**config.mk**
```make
export PLATFORM = sky130hd
export DESIGN_NAME = rbus_io_irq
export DESIGN_NICKNAME = d
export VERILOG_FILES = /design/src/rtl/rbus_io_pkg.sv /design/src/rtl/rbus_addr_dec.sv /design/src/rtl/rbus_port_file.sv /design/src/rtl/rbus_irq_unit.sv /design/src/rtl/rbus_io_irq.sv
export SDC_FILE = /design/constraint.sdc
export NUM_CORES = 1
export LEC_CHECK = 0
export ABC_AREA = 1
export BUFFER_PORTS_ARGS = -buffer_cell sky130_fd_sc_hd__buf_2
export CAP_MARGIN = 25
export CORE_ASPECT_RATIO = 1.75
export CORE_MARGIN = 2
export CORE_UTILIZATION = 40
export DETAILED_ROUTE_END_ITERATION = 6
export PLACE_DENSITY = 0.69
export SYNTH_ARGS = -nofsm -noshare
export SYNTH_HDL_FRONTEND = slang
export SYNTH_SLANG_ARGS = --single-unit
export TNS_END_PERCENT = 100
```
**constraint.sdc**
```tcl
create_clock -name clk -period 1.6 [get_ports clk]
set_input_delay 0.32 -clock clk [delete_from_list [all_inputs] [get_ports clk]]
set_output_delay 0.32 -clock clk [all_outputs]
set_load 0.1 [all_outputs]
```
**src/rtl/rbus_io_pkg.sv**
```systemverilog
package rbus_io_pkg;
  localparam int DW = 8;
  localparam int CW = 5;

  typedef enum logic [CW-1:0] {
    CMD_VEC_LO  = 5'h0F,
    CMD_FREEZE  = 5'h10,
    CMD_VEC_HI  = 5'h13,
    CMD_PORT_WR = 5'h1A,
    CMD_PORT_RD = 5'h1B
  } bus_cmd_e;
endpackage

```
**src/rtl/rbus_addr_dec.sv**
```systemverilog
module rbus_addr_dec #(
  parameter int AW         = 8,
  parameter int PORT_BASE  = 4,
  parameter int NUM_PORTS  = 2,
  parameter int TIMER_ADDR = 6,
  parameter int ICTL_ADDR  = 7,
  localparam int IW = (NUM_PORTS > 1) ? $clog2(NUM_PORTS) : 1
) (
  input  logic [AW-1:0] addr,
  output logic          port_hit,
  output logic [IW-1:0] port_idx,
  output logic          timer_hit,
  output logic          ictl_hit
);
  always_comb begin
    port_hit = 1'b0;
    port_idx = '0;
    for (int i = 0; i < NUM_PORTS; i++) begin
      if (addr == AW'(PORT_BASE + i)) begin
        port_hit = 1'b1;
        port_idx = IW'(i);
      end
    end
  end

  assign timer_hit = (addr == AW'(TIMER_ADDR));
  assign ictl_hit  = (addr == AW'(ICTL_ADDR));
endmodule

```
**src/rtl/rbus_port_file.sv**
```systemverilog
module rbus_port_file #(
  parameter int DW        = 8,
  parameter int NUM_PORTS = 2,
  localparam int IW = (NUM_PORTS > 1) ? $clog2(NUM_PORTS) : 1
) (
  input  logic                   clk,
  input  logic                   rst_n,
  input  logic                   wr_en,
  input  logic [IW-1:0]          wr_idx,
  input  logic [DW-1:0]          wr_data,
  input  logic [IW-1:0]          rd_idx,
  output logic [DW-1:0]          rd_data,
  output logic [NUM_PORTS*DW-1:0] ports_flat
);
  logic [DW-1:0] port_q [NUM_PORTS];

  for (genvar g = 0; g < NUM_PORTS; g++) begin : g_port
    logic          ld;
    logic [DW-1:0] port_d;

    always_comb begin
      ld     = wr_en && (wr_idx == IW'(g));
      port_d = ld ? wr_data : port_q[g];
    end

    always_ff @(posedge clk or negedge rst_n) begin
      if (!rst_n)  port_q[g] <= '0;
      else if (ld) port_q[g] <= port_d;
    end

    assign ports_flat[g*DW +: DW] = port_q[g];
  end

  always_comb begin
    rd_data = '0;
    for (int i = 0; i < NUM_PORTS; i++) begin
      if (rd_idx == IW'(i)) rd_data = port_q[i];
    end
  end
endmodule

```
**src/rtl/rbus_irq_unit.sv**
```systemverilog
module rbus_irq_unit
  import rbus_io_pkg::*;
(
  input  logic          clk,
  input  logic          rst_n,
  input  logic          stb,
  input  logic [CW-1:0] code,
  input  logic          en_wr,
  input  logic          en_wr_val,
  input  logic          event_in,
  input  logic          grant,
  output logic          req,
  output logic          drive_lo,
  output logic          drive_hi
);
  logic pend_q, pend_d, pend_ce;
  logic en_q, en_d;
  logic inhibit;

  assign req      = pend_q & en_q;
  assign drive_lo = (code == CMD_VEC_LO) && grant && req;
  assign drive_hi = (code == CMD_VEC_HI) && grant && req;
  assign inhibit  = (code == CMD_FREEZE);

  always_comb begin
    pend_ce = stb && !inhibit;
    pend_d  = pend_q;
    if (drive_hi)      pend_d = 1'b0;
    else if (event_in) pend_d = 1'b1;
    en_d = en_wr_val;
  end

  always_ff @(posedge clk or negedge rst_n) begin
    if (!rst_n)       pend_q <= 1'b0;
    else if (pend_ce) pend_q <= pend_d;
  end

  always_ff @(posedge clk or negedge rst_n) begin
    if (!rst_n)     en_q <= 1'b0;
    else if (en_wr) en_q <= en_d;
  end
endmodule

```
**src/rtl/rbus_io_irq.sv**
```systemverilog
module rbus_io_irq
  import rbus_io_pkg::*;
#(
  parameter int          PORT_BASE  = 4,
  parameter int          NUM_PORTS  = 2,
  parameter int          TIMER_ADDR = 6,
  parameter int          ICTL_ADDR  = 7,
  parameter logic [15:0] VECTOR     = 16'hA35C,
  localparam int IW = (NUM_PORTS > 1) ? $clog2(NUM_PORTS) : 1
) (
  input  logic                    clk,
  input  logic                    rst_n,
  input  logic                    cyc_stb,
  input  logic [4:0]              code,
  input  logic [7:0]              dbus_in,
  output logic [7:0]              dbus_out,
  output logic                    dbus_oe,
  input  logic                    prio_grant,
  input  logic                    irq_event,
  output logic                    irq_req,
  output logic [7:0]              timer_reload,
  output logic [NUM_PORTS*8-1:0]  pio_out
);
  // reset: asserted asynchronously, released on the clock
  logic [1:0] rst_sync_q;
  logic       rst_i_n;

  always_ff @(posedge clk or negedge rst_n) begin
    if (!rst_n) rst_sync_q <= 2'b00;
    else        rst_sync_q <= {rst_sync_q[0], 1'b1};
  end
  assign rst_i_n = rst_sync_q[1];

  // address captured at every strobe
  logic [DW-1:0] addr_q, addr_d;
  always_comb addr_d = dbus_in;
  always_ff @(posedge clk or negedge rst_i_n) begin
    if (!rst_i_n)     addr_q <= '0;
    else if (cyc_stb) addr_q <= addr_d;
  end

  logic          port_hit, timer_hit, ictl_hit;
  logic [IW-1:0] port_idx;

  rbus_addr_dec #(
    .AW(DW), .PORT_BASE(PORT_BASE), .NUM_PORTS(NUM_PORTS),
    .TIMER_ADDR(TIMER_ADDR), .ICTL_ADDR(ICTL_ADDR)
  ) dec_i (
    .addr(addr_q), .port_hit(port_hit), .port_idx(port_idx),
    .timer_hit(timer_hit), .ictl_hit(ictl_hit)
  );

  logic wr_cyc, rd_cyc;
  assign wr_cyc = cyc_stb && (code == CMD_PORT_WR);
  assign rd_cyc = (code == CMD_PORT_RD);

  logic [DW-1:0] port_rd;
  rbus_port_file #(.DW(DW), .NUM_PORTS(NUM_PORTS)) ports_i (
    .clk(clk), .rst_n(rst_i_n),
    .wr_en(wr_cyc && port_hit), .wr_idx(port_idx), .wr_data(dbus_in),
    .rd_idx(port_idx), .rd_data(port_rd), .ports_flat(pio_out)
  );

  // timer reload register (write only)
  logic [DW-1:0] tmr_q, tmr_d;
  logic          tmr_ce;
  always_comb begin
    tmr_ce = wr_cyc && timer_hit;
    tmr_d  = dbus_in;
  end
  always_ff @(posedge clk or negedge rst_i_n) begin
    if (!rst_i_n)    tmr_q <= '0;
    else if (tmr_ce) tmr_q <= tmr_d;
  end
  assign timer_reload = tmr_q;

  logic vec_lo, vec_hi;
  rbus_irq_unit irq_i (
    .clk(clk), .rst_n(rst_i_n), .stb(cyc_stb), .code(code),
    .en_wr(wr_cyc && ictl_hit), .en_wr_val(dbus_in[0]),
    .event_in(irq_event), .grant(prio_grant),
    .req(irq_req), .drive_lo(vec_lo), .drive_hi(vec_hi)
  );

  // bus drive
  logic port_drive;
  assign port_drive = rd_cyc && port_hit;

  always_comb begin
    dbus_oe  = port_drive || vec_lo || vec_hi;
    dbus_out = '0;
    if (port_drive)  dbus_out = port_rd;
    else if (vec_lo) dbus_out = VECTOR[7:0];
    else if (vec_hi) dbus_out = VECTOR[15:8];
  end
endmodule

```
Word-level counts from Yosys, hierarchy flattened
Cells that the tools add are included.
- equality and inequality tests: 9
- multiplexer cells: 9
- bitwise operators: 2
- reductions and logical operators: 17
- operators by type and width (cell ; number):
    $eq A8 B3 Y1 const B ; 4
    $mux W8 ; 4
    $eq A5 B5 Y1 const B ; 4
    $logic_and A1 B1 Y1 ; 12
    $eq A5 B4 Y1 const B ; 1
    $mux W1 ; 5
    $logic_or A1 B1 Y1 ; 2
    $reduce_and A2 Y1 ; 1
    $reduce_bool A2 Y1 ; 1
    $and A1 B1 Y1 ; 1
    $logic_not A1 Y1 ; 1
    $not A1 Y1 ; 1
- register bits after elaboration: 36
- output and inout port bits: 34
- word-level logic and storage cells: 44

Longest topological paths before layout
Gate-level depths: netlist of the first run.
- depth in word-level cells: 6
- mapped depth: 8
- gate-level depth less buffers: 7

Hierarchy
From an unflattened synthesis of the first run, not the netlist that was laid out.
- cells, all modules: 229
- area total of the unflattened synthesis: 1920.6 um^2
- by module, submodules not included (module ; times used ; cells each ; area each (um^2)):
    rbus_io_irq ; 1 ; 91 ; 887.1
    rbus_port_file ; 1 ; 95 ; 790.8
    rbus_irq_unit ; 1 ; 24 ; 151.4
    rbus_addr_dec ; 1 ; 19 ; 91.3

Least setup slack after synthesis of the first run
No wires, ideal clock.
- path kind: flip-flop to output port
- start: register addr_q[3]
- end: output port dbus_oe
- arrival time: 2.187 ns
- required time: 1.280 ns
- setup slack: -0.907 ns
- stages on the path, launching flop included: 6
- buffers on the path: 0
- path through: dfrtp_1 > inv_2 > nand2_2 > nor2_1 > nand2_1 > o211ai_1
- word-level cells in the longest chain between the ends: 6
- elaborated cells on any way between the ends: 7
- classes of those cells: eq/ne (2); mux (2); reduce/logical (3)
- RTL lines (element ; line ; text):
    start, declared ; rbus_io_irq.sv:35 ; logic [DW-1:0] addr_q, addr_d;
    start signal, assigned ; rbus_io_irq.sv:39 ; else if (cyc_stb) addr_q <= addr_d;
    $eq A8 B3 Y1 ; rbus_addr_dec.sv:19 ; if (addr == AW'(PORT_BASE + i)) begin
    $mux W1 ; rbus_addr_dec.sv:19 ;
    $mux W1 (*) ; rbus_addr_dec.sv:19 ;
    $logic_and A1 B1 Y1 (*) ; rbus_io_irq.sv:87 ; assign port_drive = rd_cyc && port_hit;
    $logic_or A1 B1 Y1 (*) (2 in series) ; rbus_io_irq.sv:90 ; dbus_oe = port_drive || vec_lo || vec_hi;
    end, declared ; rbus_io_irq.sv:17 ; output logic dbus_oe,
Every way passes the cells marked *; elsewhere a longest branch is shown, timed or not.

Worst setup path after layout of the first run
- start: register addr_q[4]
- end: output port dbus_out[1]
- word-level cells in the longest chain between the ends: 5
- elaborated cells on any way between the ends: 8
- classes of those cells: eq/ne (2); mux (5); reduce/logical (1)
- RTL lines (element ; line ; text):
    $eq A8 B3 Y1 ; rbus_addr_dec.sv:19 ;
    $mux W1 (2 in series) ; rbus_addr_dec.sv:19 ;
    $logic_and A1 B1 Y1 ; rbus_io_irq.sv:87 ;
    $mux W8 (*) ; rbus_io_irq.sv:92 ; if (port_drive) dbus_out = port_rd;
    end, declared ; rbus_io_irq.sv:16 ; output logic [7:0] dbus_out,
Marks and branches as above.

==> out/summary.txt, run 1 <==
Total Power -> 0.002131 W
Post-synth ARST share -> 100.0%
failing checks -> setup timing
yosys warns -> 0
Mapped Cells -> 223
total power per unit cell area -> 764.5 nW/um^2
initial antenna violation count -> 0
vias in the first global route -> 1744
pin count of the biggest net entering global routing -> 22
post-DR wirelength/cell -> 13.28 um
antenna cells -> 0
H-tree depth -> 2
# DRC -> 0
fin. max-slew vios -> 0
Leak -> 1.425 nW
Primary FF master, synth -> dfrtp_1
Reg clk slew, reported paths -> 0.07 ns
starting density of the core -> 40.90%
First-pass DRT Iterations -> 4
Max Clock Skew -> 0.003284 ns
Vias -> 1781
post-route insts no fill -> 351
synthesized area -> 1874 um^2
Post-Route WL -> 4663 um
CP Data Required Time -> 1.28 ns
fmax -> 505.5 MHz
commonest non-fill, non-tap cell in the layout -> nand2_1
Overflow after GRT -> 0
largest family of logic cells by synthesized area -> simple AND/OR/NAND/NOR gates
post-synthesis mux area share -> 0.6008%
CTS Sinks -> 36
Sum Neg Setup Slack -> -3.254 ns
Yosys reg bits -> 36
Via-to-Cell Ratio -> 5.074
Port Buffer Count -> 51
post-route clock period utilization -> 123.6%
RSZ-0062 raised after global routing -> true
Hold Path Class -> flip-flop to async pin
placed insts -> 339
post-DP HPWL -> 3574 um
crit path launch type -> flip-flop
Mean Syn Cell Area -> 8.405 um^2
Die H -> 94.56 um
Synth Area in Compound Gates -> 2.270%
Post-synth EDFFs -> 0
final setup fails -> 9
post-route setup slack -> -0.3781 ns
fill cell count -> 390
fin nets -> 316
Simple-Gate Fraction of Synth Area -> 41.59%
Worst EP arrival -> 1.66 ns
crit path time final -> 1.978 ns
num rows -> 33
count of final hold-check violations -> 0
cts bufs inserted -> 5
endpoint class of the critical path -> output port
crit path kind -> flip-flop to output port
CTS tree -> done
# IOs -> 52
buffers from clock root to sink, at most -> 2
post-route ant nets -> 0
die area -> 5271 um^2
status -> finished, violations left
area share of fa/ha/maj cells after synthesis -> 0%
Distinct cells, synth -> 27
GRT Total Usage -> 19.30%
synthesis-to-finish area growth -> 48.73%
max-cap violation count -> 0
Clock Latency Late Sink -> 0.29 ns
Clock Tree Root -> clkbuf_8
Die X -> 55.75 um
Crit Path Max Fanout -> 8
XOR/XNOR share of the synthesized area -> 0%
share of cells above drive strength 1 -> 49.83%
starting DRC count in detailed routing -> 35
core area -> 4583 um^2
Final GP Congestion -> 0.7990
Seq/Total Area, Yosys -> 48.06%
Synthesized Nets -> 241
Max VDD drop -> 0.7687 mV
most frequent cells in the layout -> 66 x nand2_1, 42 x buf_2, 22 x buf_4
first-pass GRT wire length -> 7852 um
[worst paths after layout]
| check | from | end | slack (ns) | cells past startpoint |
|---|---|---|---|---|
| setup / recovery | addr_q[4] | dbus_out[1] | -0.38 | 9 |
| hold / removal | rst_sync_q[1] | irq_i.en_q | 0.20 | 1 |
| setup reg to reg | addr_q[4] | ports_i.ports_flat[13] | 0.16 | 8 |
| hold reg to reg | rst_sync_q[1] | irq_i.en_q | 0.20 | 1 |
| max in group asynchronous | rst_sync_q[1] | ports_i.ports_flat[5] | 1.13 | 1 |
| min in group clk | dbus_in[7] | addr_q[7] | 0.29 | 3 |
[registers in the layout, indices dropped and copies added (netlist names)]
register / count
irq_i.en_q: 1
timer_reload: 8
irq_i.pend_q: 1
rst_sync_q: 2
ports_i.ports_flat: 16
addr_q: 8
[critical path, stage by stage (launching register included)]
cell	delay [ns]
dfrtp_1	0.39
inv_2	0.07
nand2_2	0.06
nor2_4	0.13
nand2_2	0.09
nor2_4	0.13
buf_12	0.16
nand3_4	0.09
nand2_4	0.07
buf_12	0.17
[power by group]
part	switching (W)	leakage, nW	internal, W
clock network	0.000323	0.0645	0.000550
logic	0.000190	0.911	0.000110
registers	0.0000222	0.450	0.000936
total	0.000535	1.43	0.00160
[synth_stat cells, types with 2 or more instances]
cell / n / area, um^2
nand2_1: 77 / 289.0
dfrtp_1: 36 / 900.9
nand3_1: 29 / 145.1
nand4_1: 12 / 75.07
inv_1: 9 / 33.78
nand3b_1: 8 / 60.06
or2_2: 8 / 50.05
nor2_1: 7 / 26.28
o21ai_0: 7 / 35.03
inv_2: 5 / 18.77
nor2_2: 3 / 18.77
buf_12: 2 / 40.04
buf_2: 2 / 10.01
buf_6: 2 / 22.52
nand2_2: 2 / 12.51
nor2_4: 2 / 22.52
nor3_1: 2 / 10.01
[stage by stage]
step | utilization [%] | setup WS [ns] | instance area (um^2) | hold WS, ns
4_1_cts | 58.97 | -0.3888 | 2703 | 0.2052
3_5_place_dp | 54.41 | -0.1022 | 2494 | 0.1067
3_3_place_gp | 54.41 | -0.06548 | 2494 | 0.1063
2_1_floorplan | - | -0.8831 | 1964 | 0.02441
6_report | 60.82 | -0.3781 | 2788 | 0.1987
5_1_grt | 60.82 | -0.4580 | 2788 | 0.2168
[routing by layer]
layer  share of wire (%)  up-vias  track usage (%)
met3                 3.3        6            3.699
met1                  38      867            19.93
met2                  57       33            36.90
met4                 1.6        0            8.740
li1                    -      875                -
met5                   0        -                0
[cell type report]
type / count / area [um^2] / share of cell area, %
clock buffer: 7 / 96.34 / 3.456
multi-input combinational: 165 / 1025 / 36.76
timing repair buffer: 76 / 596.8 / 21.41
clock inverter: 1 / 30.03 / 1.077
tap: 52 / 65.06 / 2.334
inverter: 14 / 52.55 / 1.885
sequential: 36 / 922.1 / 33.08
[cells by family (layout without fill, tap and decap cells)]
group / count (synthesis) / count (layout)
other cells: 1 / 1
compound gates: 8 / 8
buf+inv: 22 / 98
flops: 36 / 36
mux: 1 / 1
simple gates: 155 / 155
[repair_timing]
action / CTS / global route
gates resized for setup: 13 / 15
pin swaps: 4 / 9
buffers inserted: 2 / 1
hold buffers: 1 / 0
endpoints found under the hold margin: 2 / 0
endpoints found under the setup margin: 9 / 9
(Power assumes the default switching activity.)
==> run 2: changes to the inputs <==
--- a/config.mk
+++ b/config.mk
@@ -13,6 +13,7 @@
 export CORE_UTILIZATION = 40
 export DETAILED_ROUTE_END_ITERATION = 6
 export PLACE_DENSITY = 0.69
+export RECOVER_POWER = 100
 export SYNTH_ARGS = -nofsm -noshare
 export SYNTH_HDL_FRONTEND = slang
 export SYNTH_SLANG_ARGS = --single-unit
==> run 2 against run 1 <==
Net effect:
- the flow still finishes with violations (setup timing)
- die area unchanged
- global-route usage stayed put
- critical path depth did not move
- clock skew barely moved
- routed wire length grew 0.36%
- critical path type unchanged
==> out/summary.txt, run 2 (same netlist as run 1, synthesis figures left out) <==
status -> finished, violations left (unchanged)
failing checks -> setup timing (unchanged)
post-route insts no fill -> 351 (unchanged)
Die H -> 94.56 um (unchanged)
Vias -> 1784 (was 1781)
fin nets -> 316 (unchanged)
count of final hold-check violations -> 0 (unchanged)
R2R cell count -> 8 (unchanged)
reg2reg setup slack -> 0.16 ns (about the same)
Sum Neg Setup Slack -> -3.260 ns (was -3.254 ns)
Via-to-Cell Ratio -> 5.083 (was 5.074)
Clock Tree Root -> clkbuf_8 (unchanged)
core area -> 4583 um^2 (unchanged)
CTS tree -> done (unchanged)
initial antenna violation count -> 0 (unchanged)
pin count of the biggest net entering global routing -> 22 (unchanged)
crit path launch type -> flip-flop (unchanged)
Cell Chain, Critical Path -> inv_2 -> nand2_2 -> nor2_4 -> nand2_2 -> nor2_4 -> buf_12 -> nand3_4 -> nand2_4 -> buf_12 (unchanged)
starting density of the core -> 40.90% (unchanged)
Max VDD drop -> 0.7679 mV (was 0.7687 mV)
Slew headroom -> 26.32%
min-delay src -> dbus_in[7]
worst slew pin tran -> 1.105 ns
max-cap violation count -> 0 (unchanged)
antenna cells -> 0 (unchanged)
DP Worst Slack -> -0.1022 ns (unchanged)
RSZ-0062 raised after global routing -> true (unchanged)
crit path kind -> flip-flop to output port (unchanged)
fill cell count -> 395 (was 390)
GRT Total Usage -> 19.30% (unchanged)
multi-input logic area -> 1025 um^2 (unchanged)
Port Buffer Count -> 51 (unchanged)
crit path time final -> 1.979 ns (was 1.978 ns)
# IOs -> 52 (unchanged)
CTS Sinks -> 36 (unchanged)
Post-Route WL -> 4680 um (was 4663 um)
CP Data Required Time -> 1.28 ns (about the same)
starting DRC count in detailed routing -> 33 (was 35)
endpoint class of the critical path -> output port (unchanged)
total power per unit cell area -> 766.1 nW/um^2 (was 764.5 nW/um^2)
utilization after layout -> 60.63% (was 60.82%)
Crit Path Max Fanout -> 8 (unchanged)
buffers from clock root to sink, at most -> 2 (unchanged)
die area -> 5271 um^2 (unchanged)
Leak -> 1.415 nW (was 1.425 nW)
first-pass GRT wire length -> 7852 um (unchanged)
post-route setup slack -> -0.3787 ns (was -0.3781 ns)
Clock Latency Late Sink -> 0.29 ns (about the same)
fin. max-slew vios -> 0 (unchanged)
most frequent cells in the layout -> 66 x nand2_1, 41 x buf_2, 21 x nand3_1 (was 66 x nand2_1, 42 x buf_2, 22 x buf_4)
num rows -> 33 (unchanged)
H-tree depth -> 2 (unchanged)
Reg clk slew, reported paths -> 0.07 ns (about the same)
synthesis-to-finish area growth -> 48.26% (was 48.73%)
Setup crit start -> addr_q[4] (unchanged)
hold endpoint -> addr_q[7]
reg2reg end -> ports_i.ports_flat[13] (unchanged)
post-route ant nets -> 0 (unchanged)
share of cells above drive strength 1 -> 48.83% (was 49.83%)
Crit path largest cell delay -> 0.39 ns (about the same)
Worst EP arrival -> 1.66 ns (about the same)
Final Hold Slack -> 0.2890 ns (was 0.1987 ns)
vias in the first global route -> 1744 (unchanged)
Overflow after GRT -> 0 (unchanged)
Largest register FFs -> 16 (unchanged)
Max Clock Skew -> 0.003017 ns (was 0.003284 ns)
cts bufs inserted -> 5 (unchanged)
launch point of the worst reg-to-reg path -> addr_q[4] (unchanged)
placed insts -> 339 (unchanged)
# DRC -> 0 (unchanged)
Hold Crit Depth -> 3
fmax -> 505.4 MHz (was 505.5 MHz)
First-pass DRT Iterations -> 4 (unchanged)
post-DP HPWL -> 3574 um (unchanged)
final setup fails -> 9 (unchanged)
post-route clock period utilization -> 123.7% (was 123.6%)
register area -> 922.1 um^2 (unchanged)
post-DR wirelength/cell -> 13.33 um (was 13.28 um)
Die X -> 55.75 um (unchanged)
commonest non-fill, non-tap cell in the layout -> nand2_1 (unchanged)
Critical-path top delay cell -> dfrtp_1 (unchanged)
Hold Path Class -> input pin to flip-flop (was flip-flop to async pin)
Final GP Congestion -> 0.7990 (unchanged)
==> run 2: layout make-up <==
cell class,instances,area share (%)
inverter,14,1.891
clock buffer,7,3.467
clock inverter,1,1.081
sequential,36,33.18
multi-input combinational,165,36.88
tap,52,2.341
timing repair buffer,76,21.16
==> run 2: repair_timing <==
| action | 4_1_cts | 5_1_grt |
|---|---|---|
| endpoints found under the setup margin | 9 | 9 |
| hold endpoints to repair | 2 | 0 |
| buffers inserted | 2 | 1 |
| hold buffers | 1 | 0 |
| pin swaps | 4 | 9 |
| cloned | 0 | 0 |
| gates resized for setup | 13 | 15 |
==> run 2: metal layers <==
layer  part of all wire [%]  up-vias  track usage, %
met3                    3.4        6           3.699
met4                    1.6        0           8.740
met2                     58       35           36.90
met1                     37      868           19.93
li1                       -      875               -
met5                      0        -               0
==> run 2: worst max-delay path: cells and delay by family, from the launching register on <==
family                 cells  cell delay [ns]
and+or+nand+nor            6             0.57
DFF                        1             0.39
buffers and inverters      3             0.40
==> run 2: worst max-delay path by stage <==
stage | cells after the start | slack [ns] | endpoint
floorplan | 5 | -0.88 | dbus_oe
global placement | 8 | -0.07 | dbus_out[6]
detailed placement | 8 | -0.10 | dbus_out[0]
CTS | 9 | -0.39 | dbus_out[0]
global route | 9 | -0.46 | dbus_out[1]
finish | 9 | -0.38 | dbus_out[1]
==> run 2: where the power goes <==
group	total (W)	internal, W	switching [W]	leakage, nW
Combinational	0.000298	0.000107	0.000190	0.901
Sequential	0.000958	0.000936	0.0000221	0.450
Clock	0.000873	0.000550	0.000323	0.0645
==> run 2: through the flow <==
| stage | power [W] | instance area (um^2) |
|---|---|---|
| 6_report | 0.002129 | 2779 |
| 5_1_grt | 0.002213 | 2779 |
| 4_1_cts | 0.002128 | 2703 |
| 3_5_place_dp | 0.001241 | 2494 |
| 3_3_place_gp | 0.001234 | 2494 |
| 2_1_floorplan | 0.001136 | 1964 |
==> run 3: changes to the inputs <==
--- a/config.mk
+++ b/config.mk
@@ -14,6 +14,7 @@
 export DETAILED_ROUTE_END_ITERATION = 6
 export PLACE_DENSITY = 0.69
 export RECOVER_POWER = 100
+export SKIP_CTS_REPAIR_TIMING = 1
 export SYNTH_ARGS = -nofsm -noshare
 export SYNTH_HDL_FRONTEND = slang
 export SYNTH_SLANG_ARGS = --single-unit
==> run 3 against run 2 <==
Net effect:
- the run still ends with setup timing left
- sequential power barely moved
- flip-flop and latch count did not move
- maximum frequency rose by 0.95%
- critical path depth did not move
- first-iteration DRC count rose by 15%
- combinational power fell by 4%
- largest cell class unchanged
==> out/summary.txt, run 3 (same netlist as run 1, synthesis figures left out) <==
Port Buffer Count -> 51 (unchanged)
reg2reg setup slack -> 0.19 ns (was 0.16 ns)
Sum Neg Setup Slack -> -3.090 ns (was -3.260 ns)
Final GP Congestion -> 0.7990 (unchanged)
Clock Latency Late Sink -> 0.29 ns (about the same)
antenna cells -> 0 (unchanged)
GRT Total Usage -> 19.07% (was 19.30%)
Worst EP arrival -> 1.64 ns (was 1.66 ns)
hold endpoint -> addr_q[7] (unchanged)
final setup fails -> 9 (unchanged)
post-route ant nets -> 0 (unchanged)
starting DRC count in detailed routing -> 38 (was 33)
crit path time final -> 1.960 ns (was 1.979 ns)
Cell Chain, Critical Path -> inv_2 -> nand2_4 -> nor2_1 -> nand2_2 -> nor2_2 -> buf_6 -> nand3_2 -> nand2_4 -> buf_12 (was inv_2 -> nand2_2 -> nor2_4 -> nand2_2 -> nor2_4 -> buf_12 -> nand3_4 -> nand2_4 -> buf_12)
core area -> 4583 um^2 (unchanged)
DP Worst Slack -> -0.1022 ns (unchanged)
buffers from clock root to sink, at most -> 2 (unchanged)
First-pass DRT Iterations -> 4 (unchanged)
fmax -> 510.2 MHz (was 505.4 MHz)
min-delay src -> dbus_in[7] (unchanged)
Reg clk slew, reported paths -> 0.07 ns (about the same)
Hold Crit Depth -> 3 (unchanged)
Die H -> 94.56 um (unchanged)
CP Data Required Time -> 1.28 ns (about the same)
Crit path largest cell delay -> 0.37 ns (was 0.39 ns)
post-route clock period utilization -> 122.5% (was 123.7%)
Hold Path Class -> input pin to flip-flop (unchanged)
Crit Path Max Fanout -> 8 (unchanged)
vias in the first global route -> 1704 (was 1744)
Worst path depth -> 9 (unchanged)
Via-to-Cell Ratio -> 5.077 (was 5.083)
Most common cell on crit path -> nand2_4
R2R cell count -> 8 (unchanged)
area post-placement -> 2494 um^2 (unchanged)
post-DP HPWL -> 3574 um (unchanged)
CTS tree -> done (unchanged)
utilization after layout -> 59.05% (was 60.63%)
share of cells above drive strength 1 -> 48.66% (was 48.83%)
pin count of the biggest net entering global routing -> 22 (unchanged)
H-tree depth -> 2 (unchanged)
WP buf/inv -> 3 (unchanged)
first-pass GRT wire length -> 7748 um (was 7852 um)
Slew headroom -> 27.83% (was 26.32%)
die area -> 5271 um^2 (unchanged)
crit path kind -> flip-flop to output port (unchanged)
delay-heaviest family, CP -> simple AND/OR/NAND/NOR gates (unchanged)
Vias -> 1777 (was 1784)
Critical-path top delay cell -> dfrtp_1 (unchanged)
total power per unit cell area -> 783.5 nW/um^2 (was 766.1 nW/um^2)
endpoint class of the critical path -> output port (unchanged)
synthesis-to-finish area growth -> 44.39% (was 48.26%)
Die X -> 55.75 um (unchanged)
max-cap violation count -> 0 (unchanged)
RSZ-0062 raised after global routing -> true (unchanged)
most frequent cells in the layout -> 66 x nand2_1, 41 x buf_2, 21 x nand3_1 (unchanged)
Clock Tree Root -> clkbuf_8 (unchanged)
Largest register FFs -> 16 (unchanged)
reg2reg end -> ports_i.ports_flat[13] (unchanged)
starting density of the core -> 40.90% (unchanged)
crit path launch type -> flip-flop (unchanged)
Leak -> 1.409 nW (was 1.415 nW)
count of final hold-check violations -> 0 (unchanged)
commonest non-fill, non-tap cell in the layout -> nand2_1 (unchanged)
# IOs -> 52 (unchanged)
fin. max-slew vios -> 0 (unchanged)
failing checks -> setup timing (unchanged)
Max Clock Skew -> 0.004312 ns (was 0.003017 ns)
post-DR wirelength/cell -> 13.30 um (was 13.33 um)
CTS Sinks -> 36 (unchanged)
launch point of the worst reg-to-reg path -> addr_q[4] (unchanged)
worst slew pin tran -> 1.083 ns (was 1.105 ns)
Post-Route WL -> 4656 um (was 4680 um)
cts bufs inserted -> 5 (unchanged)
status -> finished, violations left (unchanged)
# DRC -> 0 (unchanged)
post-route setup slack -> -0.3601 ns (was -0.3787 ns)
fin nets -> 315 (was 316)
Overflow after GRT -> 0 (unchanged)
num rows -> 33 (unchanged)
Max VDD drop -> 0.7752 mV (was 0.7679 mV)
initial antenna violation count -> 0 (unchanged)
design area -> 2706 um^2 (was 2779 um^2)
[run 3: changes by cell type in the layout (fill, tap and decap cells not counted), moves of 2 or more]
| cell | delta |
|---|---|
| nand3_2 | +8 |
| nand3_4 | -8 |
| buf_12 | -2 |
| buf_4 | -2 |
| buf_6 | +2 |
[run 3: worst max-delay path by stage]
stage | to | slack (ns) | from
6_report | dbus_out[0] | -0.36 | addr_q[3]
2_1_floorplan | dbus_oe | -0.88 | addr_q[4]
3_3_place_gp | dbus_out[6] | -0.07 | code[2]
5_1_grt | dbus_out[0] | -0.42 | addr_q[7]
3_5_place_dp | dbus_out[0] | -0.10 | addr_q[5]
4_1_cts | dbus_out[0] | -0.43 | addr_q[5]
[run 3: final cells by class]
class | instances | area, um^2
clock buffer | 7 | 96.34
tap | 52 | 65.06
sequential | 36 | 922.1
fill | 410 | 1877
clock inverter | 1 | 30.03
inverter | 14 | 52.55
timing repair buffer | 75 | 580.6
multi-input combinational | 165 | 959.7
[run 3: tightest hold or removal path: stages]
cell	delay (ns)
buf_2	0.11
nand2_1	0.05
o21ai_0	0.06
[run 3: report_power, final]
part	total (W)	internal, W	leakage (nW)	switching (W)
clock network	0.000877	0.000550	0.0645	0.000328
registers	0.000958	0.000936	0.450	0.0000222
logic	0.000285	0.000103	0.895	0.000181
[run 3: per-layer routing]
metal / track usage [%] / share of wire (%) / vias to the layer above
li1: - / - / 872
met1: 20.11 / 39 / 864
met2: 36.31 / 56 / 33
met3: 3.699 / 3.1 / 8
met4: 7.927 / 2.1 / 0
met5: 0 / 0 / -
[run 3: through the flow]
| step | std cells | total power (W) | hold WS [ns] |
|---|---|---|---|
| 2_1_floorplan | 223 | 0.001136 | 0.02441 |
| 3_3_place_gp | 339 | 0.001234 | 0.1063 |
| 3_5_place_dp | 339 | 0.001241 | 0.1067 |
| 4_1_cts | 347 | 0.002110 | -0.2082 |
| 5_1_grt | 350 | 0.002201 | 0.3144 |
| 6_report | 350 | 0.002121 | 0.2808 |
